[src/rtl/tmrc_pkg.sv]
package tmrc_pkg;
   localparam int BYTE_W = 8;
   localparam int ADDR_W = 3;

   typedef enum logic [1:0] {
      TM_PRESC  = 2'd0,
      TM_FULL   = 2'd1,
      TM_RELOAD = 2'd2,
      TM_SPLIT  = 2'd3
   } tm_mode_e;

   localparam logic [ADDR_W-1:0] A_MODE  = 3'd0;
   localparam logic [ADDR_W-1:0] A_CTRL  = 3'd1;
   localparam logic [ADDR_W-1:0] A_LO0   = 3'd2;
   localparam logic [ADDR_W-1:0] A_HI0   = 3'd3;
   localparam logic [ADDR_W-1:0] A_LO1   = 3'd4;
   localparam logic [ADDR_W-1:0] A_HI1   = 3'd5;
   localparam logic [ADDR_W-1:0] A_TGLEN = 3'd6;
endpackage

[src/rtl/tmrc_mcycle.sv]
module tmrc_mcycle #(
   parameter int CLKS_PER_MC = 6
) (
   input  logic clk,
   input  logic rst_n,
   output logic tick
);
   localparam int CW = (CLKS_PER_MC > 1) ? $clog2(CLKS_PER_MC) : 1;
   localparam logic [CW-1:0] LAST = CW'(CLKS_PER_MC - 1);

   generate
      if (CLKS_PER_MC < 2) begin : g_bad_len
         $error("CLKS_PER_MC must be at least 2");
      end
   endgenerate

   logic [CW-1:0] cnt_q;

   always_ff @(posedge clk or negedge rst_n) begin
      if (!rst_n)             cnt_q <= '0;
      else if (cnt_q == LAST) cnt_q <= '0;
      else                    cnt_q <= cnt_q + 1'b1;
   end

   assign tick = (cnt_q == LAST);


   tick_gap_chk: assert property (@(posedge clk) disable iff (!rst_n)
      tick |=> !tick);
endmodule

[src/rtl/tmrc_pinsamp.sv]
module tmrc_pinsamp (
   input  logic clk,
   input  logic rst_n,
   input  logic tick,
   input  logic pin,
   output logic fall
);
   logic samp_q;

   always_ff @(posedge clk or negedge rst_n) begin
      if (!rst_n)    samp_q <= 1'b0;
      else if (tick) samp_q <= pin;
   end

   assign fall = tick & samp_q & ~pin;


   fall_hold_chk: assert property (@(posedge clk) disable iff (!rst_n)
      fall |=> !samp_q);
endmodule

[src/rtl/tmrc_channel.sv]
module tmrc_channel
   import tmrc_pkg::*;
#(
   parameter int PRE_BITS = 5
) (
   input  logic              clk,
   input  logic              rst_n,
   input  tm_mode_e          mode,
   input  logic              step_lo,
   input  logic              step_hi,
   input  logic              wr_lo,
   input  logic              wr_hi,
   input  logic [BYTE_W-1:0] wdata,
   output logic [BYTE_W-1:0] lo_q,
   output logic [BYTE_W-1:0] hi_q,
   output logic              ovf_lo,
   output logic              ovf_hi
);
   generate
      if (PRE_BITS < 1 || PRE_BITS >= BYTE_W) begin : g_bad_pre
         $error("PRE_BITS must lie between 1 and BYTE_W-1");
      end
   endgenerate

   logic [BYTE_W-1:0] lo_d, hi_d;

   always_comb begin
      lo_d   = lo_q;
      hi_d   = hi_q;
      ovf_lo = 1'b0;
      ovf_hi = 1'b0;
      case (mode)
         TM_PRESC: begin
            if (step_lo) begin
               if (&lo_q[PRE_BITS-1:0]) begin
                  lo_d[PRE_BITS-1:0] = '0;
                  hi_d   = hi_q + 1'b1;
                  ovf_lo = &hi_q;
               end else begin
                  lo_d[PRE_BITS-1:0] = lo_q[PRE_BITS-1:0] + 1'b1;
               end
            end
         end
         TM_FULL: begin
            if (step_lo) begin
               {hi_d, lo_d} = {hi_q, lo_q} + 1'b1;
               ovf_lo = &{hi_q, lo_q};
            end
         end
         TM_RELOAD: begin
            if (step_lo) begin
               if (&lo_q) begin
                  lo_d   = hi_q;
                  ovf_lo = 1'b1;
               end else begin
                  lo_d = lo_q + 1'b1;
               end
            end
         end
         default: begin
            if (step_lo) begin
               lo_d   = lo_q + 1'b1;
               ovf_lo = &lo_q;
            end
            if (step_hi) begin
               hi_d   = hi_q + 1'b1;
               ovf_hi = &hi_q;
            end
         end
      endcase
      if (wr_lo) lo_d = wdata;
      if (wr_hi) hi_d = wdata;
   end

   always_ff @(posedge clk or negedge rst_n) begin
      if (!rst_n) begin
         lo_q <= '0;
         hi_q <= '0;
      end else begin
         lo_q <= lo_d;
         hi_q <= hi_d;
      end
   end


   wr_lo_prio_chk: assert property (@(posedge clk) disable iff (!rst_n)
      wr_lo |=> (lo_q == $past(wdata)));


   full_inc_chk: assert property (@(posedge clk) disable iff (!rst_n)
      (mode == TM_FULL && step_lo && !wr_lo && !wr_hi)
      |=> ({hi_q, lo_q} == $past({hi_q, lo_q}) + 1'b1));


   reload_chk: assert property (@(posedge clk) disable iff (!rst_n)
      (mode == TM_RELOAD && step_lo && (&lo_q) && !wr_lo && !wr_hi)
      |=> (lo_q == $past(hi_q)));


   presc_top_chk: assert property (@(posedge clk) disable iff (!rst_n)
      (mode == TM_PRESC && !wr_lo)
      |=> (lo_q[BYTE_W-1:PRE_BITS] == $past(lo_q[BYTE_W-1:PRE_BITS])));
endmodule

[src/rtl/dual_tmr_ctr.sv]
module dual_tmr_ctr
   import tmrc_pkg::*;
#(
   parameter int CLKS_PER_MC = 6,
   parameter int PRE_BITS    = 5
) (
   input  logic                   clk,
   input  logic                   rst_n,
   input  logic [ADDR_W-1:0]      bus_addr,
   input  logic                   bus_wr,
   input  logic [BYTE_W-1:0]      bus_wdata,
   output logic [BYTE_W-1:0]      bus_rdata,
   input  logic [1:0]             cnt_pin,
   input  logic [1:0]             gate_pin,
   input  logic [1:0]             irq_ack,
   output logic [1:0]             ovf_flag,
   output logic [1:0]             tgl_pin
);
   localparam int NCH = 2;

   logic              tick;
   logic [BYTE_W-1:0] mode_q;
   logic [NCH-1:0]    run_q, tf_q, te_q, tgl_q;
   logic [NCH-1:0]    fall, step_lo, step_hi, wr_lo, wr_hi, ovf_lo, ovf_hi, ev;
   logic [BYTE_W-1:0] lo_q [NCH];
   logic [BYTE_W-1:0] hi_q [NCH];
   tm_mode_e          md   [NCH];
   logic              mode_wr, ctrl_wr, te_wr;

   assign mode_wr = bus_wr & (bus_addr == A_MODE);
   assign ctrl_wr = bus_wr & (bus_addr == A_CTRL);
   assign te_wr   = bus_wr & (bus_addr == A_TGLEN);

   tmrc_mcycle #(.CLKS_PER_MC(CLKS_PER_MC)) u_mcycle (
      .clk  (clk),
      .rst_n(rst_n),
      .tick (tick)
   );

   generate
      for (genvar n = 0; n < NCH; n++) begin : g_ch
         logic gate_b, sel_b, allow, src;

         assign md[n]  = tm_mode_e'(mode_q[4*n+1 -: 2]);
         assign gate_b = mode_q[4*n+3];
         assign sel_b  = mode_q[4*n+2];
         assign allow  = run_q[n] & (~gate_b | gate_pin[n]);
         assign src    = sel_b ? fall[n] : tick;
         assign wr_lo[n] = bus_wr & (bus_addr == A_LO0 + ADDR_W'(2*n));
         assign wr_hi[n] = bus_wr & (bus_addr == A_HI0 + ADDR_W'(2*n));

         tmrc_pinsamp u_pinsamp (
            .clk  (clk),
            .rst_n(rst_n),
            .tick (tick),
            .pin  (cnt_pin[n]),
            .fall (fall[n])
         );

         if (n == 0) begin : g_first
            assign step_lo[n] = allow & src;
            assign step_hi[n] = (md[0] == TM_SPLIT) & tick & run_q[1];
         end else begin : g_other
            assign step_lo[n] = allow & src & (md[n] != TM_SPLIT);
            assign step_hi[n] = 1'b0;
         end

         tmrc_channel #(.PRE_BITS(PRE_BITS)) u_chan (
            .clk    (clk),
            .rst_n  (rst_n),
            .mode   (md[n]),
            .step_lo(step_lo[n]),
            .step_hi(step_hi[n]),
            .wr_lo  (wr_lo[n]),
            .wr_hi  (wr_hi[n]),
            .wdata  (bus_wdata),
            .lo_q   (lo_q[n]),
            .hi_q   (hi_q[n]),
            .ovf_lo (ovf_lo[n]),
            .ovf_hi (ovf_hi[n])
         );


         flag_set_chk: assert property (@(posedge clk) disable iff (!rst_n)
            ev[n] |=> tf_q[n]);


         ack_clear_chk: assert property (@(posedge clk) disable iff (!rst_n)
            (irq_ack[n] && !ev[n] && !ctrl_wr) |=> !tf_q[n]);


         tgl_flip_chk: assert property (@(posedge clk) disable iff (!rst_n)
            (ev[n] && te_q[n]) |=> (tgl_q[n] != $past(tgl_q[n])));
      end
   endgenerate

   assign ev[0] = ovf_lo[0];
   assign ev[1] = ovf_lo[1] | ovf_hi[0] | ovf_hi[1];

   always_ff @(posedge clk or negedge rst_n) begin
      if (!rst_n) begin
         mode_q <= '0;
         run_q  <= '0;
         te_q   <= '0;
      end else begin
         if (mode_wr) mode_q <= bus_wdata;
         if (ctrl_wr) run_q  <= {bus_wdata[6], bus_wdata[4]};
         if (te_wr)   te_q   <= bus_wdata[NCH-1:0];
      end
   end

   always_ff @(posedge clk or negedge rst_n) begin
      if (!rst_n) begin
         tf_q  <= '0;
         tgl_q <= '0;
      end else begin
         for (int n = 0; n < NCH; n++) begin
            if (ev[n])           tf_q[n] <= 1'b1;
            else if (ctrl_wr)    tf_q[n] <= bus_wdata[5+2*n];
            else if (irq_ack[n]) tf_q[n] <= 1'b0;
            if (ev[n] && te_q[n]) tgl_q[n] <= ~tgl_q[n];
         end
      end
   end

   always_comb begin
      bus_rdata = '0;
      case (bus_addr)
         A_MODE:  bus_rdata = mode_q;
         A_CTRL:  bus_rdata = {tf_q[1], run_q[1], tf_q[0], run_q[0], 4'b0000};
         A_LO0:   bus_rdata = lo_q[0];
         A_HI0:   bus_rdata = hi_q[0];
         A_LO1:   bus_rdata = lo_q[1];
         A_HI1:   bus_rdata = hi_q[1];
         A_TGLEN: bus_rdata[NCH-1:0] = te_q;
         default: bus_rdata = '0;
      endcase
   end

   assign ovf_flag = tf_q;
   assign tgl_pin  = tgl_q;


   split_hold_chk: assert property (@(posedge clk) disable iff (!rst_n)
      (md[1] == TM_SPLIT && !wr_lo[1] && !wr_hi[1])
      |=> ($stable(lo_q[1]) && $stable(hi_q[1])));


   idle_hold_chk: assert property (@(posedge clk) disable iff (!rst_n)
      (!run_q[0] && md[0] != TM_SPLIT && !wr_lo[0] && !wr_hi[0])
      |=> ($stable(lo_q[0]) && $stable(hi_q[0])));
endmodule

[config.mk]
export PLATFORM = sky130hd
export DESIGN_NAME = dual_tmr_ctr
export DESIGN_NICKNAME = d
export VERILOG_FILES = /design/src/rtl/tmrc_pkg.sv /design/src/rtl/tmrc_mcycle.sv /design/src/rtl/tmrc_pinsamp.sv /design/src/rtl/tmrc_channel.sv /design/src/rtl/dual_tmr_ctr.sv
export SDC_FILE = /design/constraint.sdc
export NUM_CORES = 1
export LEC_CHECK = 0
export BUFFER_PORTS_ARGS = -buffer_cell sky130_fd_sc_hd__buf_2
export CAP_MARGIN = 20
export CORE_UTILIZATION = 51
export CTS_BUF_LIST = sky130_fd_sc_hd__clkbuf_8 sky130_fd_sc_hd__clkbuf_16
export DETAILED_ROUTE_END_ITERATION = 8
export PLACE_DENSITY = 0.76
export SYNTH_ARGS = -nofsm -noshare
export SYNTH_HDL_FRONTEND = slang
export SYNTH_SLANG_ARGS = --single-unit
[constraint.sdc]
create_clock -name clk -period 1.97 [get_ports clk]
set_input_delay 0.0985 -clock clk [delete_from_list [all_inputs] [get_ports clk]]
set_output_delay 0.0985 -clock clk [all_outputs]
set_load 0.01 [all_outputs]
==> impl_metrics.py, run 1 <==
metrics = {
    "finish": {
        "stdcell_count": 640,
        "share_of_layout_cells_above_drive_strength_1_pct": 30.9,
        "finish.utilization_pct": 69.3,
        "layout_cell_area_excl_fill_um2": 5080,
        "final_net_count": 575,
        "area_delta_synth_final_pct": 29.5,
        "most-common-layout-cells": "61 x sky130_fd_sc_hd__buf_4, 52 x sky130_fd_sc_hd__dfrtp_1, 39 x sky130_fd_sc_hd__nand2_1",
        "most_frequent_standard_cell_in_the_layout_excluding_fill_and_tap_cells": "sky130_fd_sc_hd__buf_4",
        "antenna-diode-count": 0,
    },
    "setup_path": {
        "cp-end-kind": "flip-flop",
        "crit_path_cell_trace": "ha_4 -> nand4_1 -> buf_4 -> nor4b_4 -> buf_4 -> a221oi_1 -> o31ai_1",
        "cpMaxStageDelayCell": "sky130_fd_sc_hd__dfrtp_1",
        "critical_path_arrival_ns": 2.30,
        "regToRegEndpoint": "g_ch[1].u_chan.lo_q[4]",
        "critical_path.max_fanout": 5,
        "worstSetupPathType": "reg2reg",
        "critPathRequiredTime_ns": 2.21,
        "critical-path-max-stage-delay_ns": 0.41,
        "worst_r2r_startpoint": "g_ch[1].u_chan.lo_q[0]",
        "rrSetupSlack_ns": -0.09,
        "worst_r2r_path_depth": 7,
        "cell_repeated_most_along_the_worst_path": "sky130_fd_sc_hd__buf_4",
        "critical_path.startpoint_type": "flip-flop",
    },
    "timing": {
        "unrepaired_setup_endpoints_after_global_routing": "true",
        "achievable-frequency_mhz": 484,
        "timing.final.crit_share_pct": 105,
        "worstMarginPinSlew_ns": 0.674,
        "timing.final.hold_violations": 0,
        "count_of_pins_over_their_slew_limit": 0,
        "worst_hold_slack_ns": 0.00589,
        "finalWorstPathRequiredPeriod_ns": 2.06,
        "worst_slew_margin_pct": 55.1,
        "final.setup.tns_ns": -0.338,
        "finalWorstSetupSlack_ns": -0.0948,
        "skew_ns": 0.0123,
        "final-setup-viol-count": 8,
    },
    "synthesis": {
        "yosysUniqueCellTypes": 58,
        "nets_in_the_synthesized_netlist": 493,
        "postSynthCellCount": 458,
        "yosys_warnings": 0,
        "synth_seq_area_share_pct": 33.8,
        "post_synth_instance_area_um2": 3920,
        "ys_seq_elements": 53,
        "dominantRegCellSynth": "sky130_fd_sc_hd__dfrtp_1",
        "ys_async_sr_fraction_pct": 100,
        "post_synth.cell_area_avg_um2": 8.56,
        "edff_count_synth": 0,
    },
    "global_route": {
        "grtUsageTotal_pct": 34.0,
        "grt_antenna_before_repair": 0,
        "grt_first_pass_wirelength_um": 21300,
        "pin_count_of_the_biggest_net_entering_global_routing": 29,
        "vias_in_the_first_global_route": 3844,
        "overflow": 0,
    },
    "floorplan": {
        "start_util_pct": 53.5,
        "dieWidth_um": 89.7,
        "die_height_um": 89.7,
        "io-pin-count": 32,
        "core_area_um2": 7330,
        "fp-row-count": 31,
        "total_die_area_um2": 8050,
    },
    "placement": {
        "postPlaceCellArea_um2": 4660,
        "placedCellCount": 626,
        "port-buffer-count": 31,
        "globalplace.congestion": 0.947,
        "pre_cts_slack_ns": -0.163,
        "post-dp-hpwl_um": 10100,
    },
    "cts": {
        "htreeDepth": 2,
        "tritoncts_num_sinks": 53,
        "clockRootBuffer": "sky130_fd_sc_hd__clkbuf_8",
        "clkSlewWorstSetupHoldPaths_ns": 0.11,
        "worstSkewPairLatency_ns": 0.33,
        "numCtsBuffers": 5,
        "tritoncts_clock_tree": "done",
        "buffer_depth_of_the_longest_clock_path": 2,
    },
    "worst_hold_path": {
        "timing.hold.worst_endpoint": "g_ch[1].u_pinsamp.samp_q",
        "timing.hold.worst_path_depth": 2,
        "holdCritStartpoint": "cnt_pin[1]",
        "holdCritPathClass": "in2reg",
    },
    "outcome": {
        "violations": "setup timing",
        "status": "finished with violations",
    },
    "routing": {
        "drt_pre_antenna_iters": 5,
        "totalWireLength_um": 14000,
        "post_drt_wl_per_cell_um": 21.9,
        "drt-initial-drc-count": 459,
        "vias_after_detailed_routing": 4265,
        "remaining_drc_errors": 0,
        "avgViaCountPerCell": 6.66,
        "detail-route-antenna-nets": 0,
    },
    "run": {
        "maxCapViolCount": 0,
    },
    "power_and_ir_drop": {
        "ir_worst_vdd_mv": 0.516,
        "powerDensity_nw_per_um2": 986,
        "leakage_nw": 2.03,
        "fin_total_pwr_mw": 5.01,
    },
}
==> layout make-up <==
type	count	area [um2]
Clock inverter	3	46.3
Inverter	19	71.3
Sequential cell	53	1330
Fill cell	583	2250
Tap cell	99	124
Timing Repair Buffer	96	674
Multi-Input combinational cell	365	2770
Clock buffer	5	68.8
==> logic make-up (layout without fill, tap and decap cells) <==
logic type / after synthesis / after routing / share of synthesized area [%]
AND/OR/NAND/NOR: 173 / 173 / 22.7
AO/OA/AOI/OAI: 140 / 140 / 25.1
flip-flops: 53 / 53 / 33.8
buffers and inverters: 40 / 123 / 3.92
multiplexers: 21 / 21 / 6.06
XOR/XNOR: 16 / 16 / 3.57
adder cells (fa/ha/maj): 15 / 15 / 4.78
==> state kept, by name, indices dropped and copies added (netlist names) <==
| name | flops |
|---|---|
| run_q | 2 |
| u_mcycle.cnt_q | 3 |
| te_q | 2 |
| mode_q | 8 |
| tgl_pin | 2 |
| g_ch.u_chan.hi_q | 16 |
| g_ch.u_pinsamp.samp_q | 2 |
| g_ch.u_chan.lo_q | 16 |
| ovf_flag | 2 |
==> worst max-delay path: cells and delay by family, from the launching register on <==
kind | cells | cell delay [ns]
AND/OR/NAND/NOR | 2 | 0.57
AO/OA/AOI/OAI | 2 | 0.35
flip-flops | 1 | 0.41
adder cells (fa/ha/maj) | 1 | 0.17
buffers and inverters | 2 | 0.47
==> where the power goes <==
group | internal (mW) | leakage, nW | switching (mW)
Clock | 0.381 | 0.0543 | 0.423
Sequential | 1.36 | 0.636 | 0.366
Combinational | 1.10 | 1.34 | 1.37
Total | 2.84 | 2.03 | 2.16
==> synthesized netlist by cell type (all sizes together) (3+ instances only) <==
library cell | n | area, um2
nor4 | 5 | 31.3
o31ai | 7 | 52.6
ha | 15 | 188
a22oi | 9 | 67.6
nor2 | 34 | 128
a21oi | 20 | 100
a221oi | 9 | 78.8
o2111ai | 3 | 26.3
o21ai | 37 | 185
o22ai | 9 | 56.3
a2111oi | 7 | 98.8
nand2 | 39 | 146
mux2 | 12 | 135
xnor2 | 11 | 96.3
inv | 19 | 71.3
nand4 | 11 | 68.8
nor3 | 14 | 70.1
nand2b | 11 | 68.8
a31oi | 7 | 43.8
and3 | 12 | 75.1
o31a | 4 | 35.0
a211oi | 9 | 67.6
mux2i | 8 | 80.1
nand3 | 20 | 100
or3 | 3 | 18.8
buf | 5 | 22.5
dfrtp | 53 | 1330
nor2b | 10 | 62.6
clkbuf | 16 | 60.1
xor2 | 5 | 43.8
a21o | 3 | 22.5
==> per-layer routing <==
layer  vias up  global-route usage (%)  share of wire [%]
met5         -                       0                  0
met4         0                    10.2                2.0
met2       269                    47.8                 43
li1       1894                       -                  -
met1      2073                    51.3                 43
met3        29                    7.87                 12
==> how the worst max path moves through the flow <==
| stage | start | end | slack (ns) |
|---|---|---|---|
| finish | g_ch[1].u_chan.lo_q[0] | g_ch[1].u_chan.lo_q[4] | -0.09 |
| CTS | mode_q[1] | g_ch[0].u_chan.hi_q[6] | -0.03 |
| detailed placement | g_ch[0].u_chan.lo_q[1] | g_ch[0].u_chan.hi_q[6] | -0.16 |
| floorplan | g_ch[0].u_chan.lo_q[0] | g_ch[0].u_chan.hi_q[2] | 0.0007 |
| global route | g_ch[1].u_chan.lo_q[0] | g_ch[1].u_chan.lo_q[4] | -0.22 |
| global placement | g_ch[0].u_chan.lo_q[1] | g_ch[0].u_chan.hi_q[6] | -0.07 |
==> timing repair <==
action / 4_1_cts / 5_1_grt
buffers inserted: 2 / 3
cloned: 0 / 0
hold buffers: 1 / 0
resized for setup: 8 / 42
pin swaps: 3 / 21
endpoints found under the hold margin: 25 / 0
setup endpoints to repair: 13 / 24
No activity file was read; power rests on OpenSTA's default activity.
==> run 2, diff against run 1 <==
==> constraint.sdc (replaced) <==
create_clock -name clk -period 1.7 [get_ports clk]
set_input_delay 0.085 -clock clk [delete_from_list [all_inputs] [get_ports clk]]
set_output_delay 0.085 -clock clk [all_outputs]
set_load 0.01 [all_outputs]
==> impl_metrics.py, run 2 (synthesis results as in run 1) <==
metrics = {
    "outcome": {
        "status": "finished with violations",
        "violations": "setup timing",
    },
    "global_route": {
        "pin_count_of_the_biggest_net_entering_global_routing": 23,
        "grt_antenna_before_repair": 0,
        "grtUsageTotal_pct": 36.8,
        "grt_first_pass_wirelength_um": 23100,
        "vias_in_the_first_global_route": 4378,
        "overflow": 0,
    },
    "cts": {
        "htreeDepth": 2,
        "tritoncts_num_sinks": 53,
        "clockRootBuffer": "sky130_fd_sc_hd__clkbuf_8",
        "numCtsBuffers": 5,
        "worstSkewPairLatency_ns": 0.32,
        "clkSlewWorstSetupHoldPaths_ns": 0.11,
        "buffer_depth_of_the_longest_clock_path": 2,
        "tritoncts_clock_tree": "done",
    },
    "timing": {
        "skew_ns": 0.0124,
        "worst_slew_margin_pct": 58.3,
        "worst_hold_slack_ns": 0.00905,
        "timing.final.crit_share_pct": 121,
        "finalWorstPathRequiredPeriod_ns": 2.06,
        "count_of_pins_over_their_slew_limit": 0,
        "unrepaired_setup_endpoints_after_global_routing": "true",
        "final.setup.tns_ns": -6.27,
        "finalWorstSetupSlack_ns": -0.363,
        "final-setup-viol-count": 33,
        "timing.final.hold_violations": 0,
        "worstMarginPinSlew_ns": 0.624,
        "achievable-frequency_mhz": 485,
    },
    "setup_path": {
        "worst_r2r_startpoint": "g_ch[0].u_chan.lo_q[1]",
        "critical_path.max_fanout": 7,
        "critical_path.startpoint_type": "flip-flop",
        "cp-end-kind": "flip-flop",
        "critical_path_arrival_ns": 2.25,
        "worst_r2r_path_depth": 8,
        "worstSetupPathType": "reg2reg",
        "crit_start": "g_ch[0].u_chan.lo_q[1]",
        "critPathRequiredTime_ns": 1.88,
    },
    "routing": {
        "drt-initial-drc-count": 454,
        "totalWireLength_um": 15400,
        "remaining_drc_errors": 0,
        "drt_pre_antenna_iters": 6,
        "avgViaCountPerCell": 6.60,
        "vias_after_detailed_routing": 4655,
        "detail-route-antenna-nets": 0,
        "post_drt_wl_per_cell_um": 21.9,
    },
    "worst_hold_path": {
        "holdCritPathClass": "in2reg",
        "timing.hold.worst_path_depth": 2,
        "holdCritStartpoint": "cnt_pin[1]",
    },
    "finish": {
        "layout_top_registers": "g_ch.u_chan.hi_q x16, g_ch.u_chan.lo_q x16, mode_q x8",
        "most_frequent_standard_cell_in_the_layout_excluding_fill_and_tap_cells": "sky130_fd_sc_hd__buf_4",
        "most-common-layout-cells": "104 x sky130_fd_sc_hd__buf_4, 53 x sky130_fd_sc_hd__dfrtp_1, 35 x sky130_fd_sc_hd__nand2_1",
        "share_of_layout_cells_above_drive_strength_1_pct": 44.4,
        "stdcell_count": 705,
        "layout.filler_cells": 443,
        "antenna-diode-count": 0,
        "final_net_count": 640,
        "area_delta_synth_final_pct": 50.6,
    },
    "placement": {
        "port-buffer-count": 31,
        "pre_cts_slack_ns": -0.452,
        "globalplace.congestion": 0.965,
        "placedCellCount": 671,
        "post-dp-hpwl_um": 10500,
    },
    "floorplan": {
        "fp-row-count": 31,
        "total_die_area_um2": 8050,
        "core_area_um2": 7330,
        "io-pin-count": 32,
        "start_util_pct": 53.5,
        "dieWidth_um": 89.7,
        "die_height_um": 89.7,
    },
    "power_and_ir_drop": {
        "ir_worst_vdd_mv": 0.586,
        "powerDensity_nw_per_um2": 1120,
        "leakage_nw": 2.43,
    },
    "run": {
        "maxCapViolCount": 0,
    },
}
-- run 2: path summary, 6_finish.rpt --
kind	endpoint	slack, ns
min in group asynchronous	g_ch[0].u_chan.hi_q[2]	0.27
max	g_ch[0].u_chan.hi_q[1]	-0.36
min	g_ch[1].u_pinsamp.samp_q	0.009
max reg2reg	g_ch[0].u_chan.hi_q[1]	-0.36
min reg2reg	tgl_pin[1]	0.49
max in group asynchronous	g_ch[1].u_chan.hi_q[6]	0.77
-- run 2: through the flow --
| step | power [mW] | utilization (%) | cell area (um2) |
|---|---|---|---|
| 2_1_floorplan | 3.41 | - | 4070 |
| 3_3_place_gp | 4.74 | 68.8 | 5040 |
| 3_5_place_dp | 4.82 | 68.8 | 5040 |
| 4_1_cts | 5.99 | 75.8 | 5560 |
| 5_1_grt | 6.94 | 80.6 | 5910 |
| 6_report | 6.64 | 80.6 | 5910 |
-- run 2: final cells by class --
class | count | area [um2] | share of cell area, %
multi-input combinational | 365 | 3050 | 51.7
inverter | 19 | 80.1 | 1.36
timing repair buffer | 161 | 1240 | 20.9
tap | 99 | 124 | 2.10
clock buffer | 5 | 68.8 | 1.16
clock inverter | 3 | 21.3 | 0.360
sequential | 53 | 1330 | 22.4
-- run 2: worst max-delay path: stages (launching register included) --
cell and delay [ns]:
sky130_fd_sc_hd__dfrtp_1 0.41, sky130_fd_sc_hd__ha_4 0.15, sky130_fd_sc_hd__and3_4 0.18, sky130_fd_sc_hd__ha_4 0.15, sky130_fd_sc_hd__nor2b_4 0.04, sky130_fd_sc_hd__or3_4 0.40, sky130_fd_sc_hd__a21oi_1 0.19, sky130_fd_sc_hd__mux2i_1 0.26
sky130_fd_sc_hd__o22ai_1 0.13
-- run 2: timing repair --
item	CTS	global route
gates resized for setup	71	65
pin swaps	26	37
setup endpoints to repair	37	43
hold buffers	1	0
endpoints found under the hold margin	20	0
buffers inserted	18	10
-- run 2: layer usage --
| layer | part of all wire [%] | track usage (%) |
|---|---|---|
| met2 | 45 | 57.5 |
| met5 | 0 | 0 |
| met3 | 11 | 6.01 |
| met1 | 40 | 52.3 |
| met4 | 3.1 | 11.7 |
-- run 2: report_power, final --
part	switching [mW]	internal, mW	leakage, nW
combinational	2.10	1.88	1.75
sequential	0.303	1.58	0.636
clock	0.485	0.294	0.0445
==> run 3, diff against run 2 <==
--- a/config.mk
+++ b/config.mk
@@ -10,7 +10,8 @@
 export CORE_UTILIZATION = 51
 export CTS_BUF_LIST = sky130_fd_sc_hd__clkbuf_8 sky130_fd_sc_hd__clkbuf_16
 export DETAILED_ROUTE_END_ITERATION = 8
-export PLACE_DENSITY = 0.76
+export PLACE_DENSITY = 0.72
+export RECOVER_POWER = 100
 export SYNTH_ARGS = -nofsm -noshare
 export SYNTH_HDL_FRONTEND = slang
 export SYNTH_SLANG_ARGS = --single-unit
==> impl_metrics.py, run 3 (synthesis results as in run 1) <==
metrics = {
    "global_route": {
        "grtUsageTotal_pct": 38.2,
        "grt_first_pass_wirelength_um": 23900,
        "vias_in_the_first_global_route": 4459,
        "gr-usage-met2_pct": 59.2,
        "grt_antenna_before_repair": 0,
        "pin_count_of_the_biggest_net_entering_global_routing": 34,
        "use_met3_pct": 11.7,
        "global_route.usage.met1_pct": 50.5,
        "overflow": 0,
        "gr_busiest_metal": "met2",
    },
    "finish": {
        "most_frequent_standard_cell_in_the_layout_excluding_fill_and_tap_cells": "sky130_fd_sc_hd__buf_4",
        "antenna-diode-count": 0,
        "most-common-layout-cells": "101 x sky130_fd_sc_hd__buf_4, 53 x sky130_fd_sc_hd__dfrtp_1, 37 x sky130_fd_sc_hd__nand2_1",
        "layout_cell_area_excl_fill_um2": 5980,
        "share_of_layout_cells_above_drive_strength_1_pct": 45.2,
        "area_delta_synth_final_pct": 52.3,
        "layout_top_registers": "g_ch.u_chan.hi_q x16, g_ch.u_chan.lo_q x16, mode_q x8",
        "final_net_count": 642,
    },
    "placement": {
        "port-buffer-count": 31,
        "post-dp-hpwl_um": 10400,
        "postPlaceCellArea_um2": 5050,
        "globalplace.congestion": 1.02,
    },
    "worst_hold_path": {
        "timing.hold.worst_path_depth": 2,
        "holdCritPathClass": "in2reg",
    },
    "run": {
        "maxCapViolCount": 0,
    },
    "setup_path": {
        "cp-end-kind": "flip-flop",
        "critical_path_arrival_ns": 2.17,
        "worst_r2r_startpoint": "g_ch[0].u_chan.lo_q[1]",
        "critical_path.max_fanout": 7,
        "setup.worst_path.end": "g_ch[0].u_chan.hi_q[6]",
        "worstSetupPathType": "reg2reg",
        "rrSetupSlack_ns": -0.29,
        "critical_path.startpoint_type": "flip-flop",
        "critPathRequiredTime_ns": 1.88,
        "crit_start": "g_ch[0].u_chan.lo_q[1]",
        "regToRegEndpoint": "g_ch[0].u_chan.hi_q[6]",
        "worst_r2r_path_depth": 8,
    },
    "cts": {
        "numCtsBuffers": 5,
        "htreeDepth": 2,
        "worstSkewPairLatency_ns": 0.33,
        "tritoncts_clock_tree": "done",
        "buffer_depth_of_the_longest_clock_path": 2,
        "tritoncts_num_sinks": 53,
        "clkSlewWorstSetupHoldPaths_ns": 0.10,
        "clockRootBuffer": "sky130_fd_sc_hd__clkbuf_8",
    },
    "timing": {
        "timing.final.crit_share_pct": 117,
        "final-setup-viol-count": 40,
        "timing.final.hold_violations": 0,
        "finalWorstPathRequiredPeriod_ns": 1.99,
        "finalWorstSetupSlack_ns": -0.291,
        "achievable-frequency_mhz": 502,
        "worst_hold_slack_ns": 0.00407,
        "final.setup.tns_ns": -5.83,
        "unrepaired_setup_endpoints_after_global_routing": "true",
        "count_of_pins_over_their_slew_limit": 0,
        "worstMarginPinSlew_ns": 1.26,
        "worst_slew_margin_pct": 16.3,
        "skew_ns": 0.0104,
    },
    "routing": {
        "post_drt_wl_per_cell_um": 23.4,
        "drt-initial-drc-count": 592,
        "totalWireLength_um": 16600,
        "detail-route-antenna-nets": 0,
        "vias_after_detailed_routing": 4838,
        "avgViaCountPerCell": 6.84,
        "remaining_drc_errors": 0,
        "drt_pre_antenna_iters": 6,
    },
    "power_and_ir_drop": {
        "ir_worst_vdd_mv": 0.648,
        "powerDensity_nw_per_um2": 1150,
        "leakage_nw": 2.46,
    },
    "floorplan": {
        "io-pin-count": 32,
        "total_die_area_um2": 8050,
        "fp-row-count": 31,
        "dieWidth_um": 89.7,
        "die_height_um": 89.7,
        "core_area_um2": 7330,
        "start_util_pct": 53.5,
    },
    "outcome": {
        "status": "finished with violations",
        "violations": "setup timing",
    },
}
-- run 3: cell count changes in the layout (fill, tap and decap cells not counted), sizes merged --
cell,previous run,this run
buf,160,156
bufinv,0,1
clkbuf,5,12
clkinv,1,0
inv,19,18
-- run 3: area by class of cell --
cell class / instances / area [um2]
fill: 414 / 1360
timing repair buffer: 163 / 1270
inverter: 19 / 80.1
sequential: 53 / 1330
tap: 99 / 124
multi-input combinational: 365 / 3050
clock inverter: 2 / 37.5
clock buffer: 6 / 82.6
-- run 3: per-stage QoR --
| step | utilization (%) | setup WS, ns | power, mW | std cells |
|---|---|---|---|---|
| finish | 81.5 | -0.291 | 6.88 | 707 |
| CTS | 76.9 | -0.262 | 6.18 | 694 |
| detailed placement | 68.9 | -0.422 | 4.85 | 667 |
| global placement | 68.9 | -0.334 | 4.75 | 667 |
| floorplan | - | -0.268 | 3.41 | 458 |
| global route | 81.5 | -0.397 | 7.13 | 707 |
-- run 3: worst max-delay path, stage by stage, from the launching register on --
cell and delay (ns):
sky130_fd_sc_hd__dfrtp_1 0.41, sky130_fd_sc_hd__ha_4 0.15, sky130_fd_sc_hd__and3_4 0.18, sky130_fd_sc_hd__ha_4 0.13, sky130_fd_sc_hd__nor2b_2 0.04, sky130_fd_sc_hd__or3_4 0.41, sky130_fd_sc_hd__a2111oi_4 0.29, sky130_fd_sc_hd__a21o_1 0.16
sky130_fd_sc_hd__a31oi_1 0.08
-- run 3: worst min path at each step --
stage          startpoint                       end  slack (ns)
2_1_floorplan       rst_n    g_ch[0].u_chan.hi_q[0]       -0.21
3_3_place_gp        rst_n    g_ch[0].u_chan.hi_q[5]        0.08
3_5_place_dp        rst_n    g_ch[0].u_chan.hi_q[5]        0.09
4_1_cts        cnt_pin[0]  g_ch[0].u_pinsamp.samp_q       0.005
5_1_grt        cnt_pin[0]  g_ch[0].u_pinsamp.samp_q       0.002
6_report       cnt_pin[0]  g_ch[0].u_pinsamp.samp_q       0.004
-- run 3: layer usage --
layer  routed length (um)  vias up
met5                    0        -
met4                  914        0
met3                 2070      103
met2                 7350      398
met1                 6240     2309
li1                     -     2028
-- run 3: what timing repair did --
action	CTS	global route
hold endpoints to repair	20	0
pin swaps	29	28
buffers inserted	19	15
hold buffers	1	0
gates resized for setup	72	60
endpoints found under the setup margin	38	44
-- run 3: power by group --
part	internal, mW	switching [mW]
Combinational	1.86	2.13
Sequential	1.58	0.359
Clock	0.480	0.469
Total	3.92	2.95
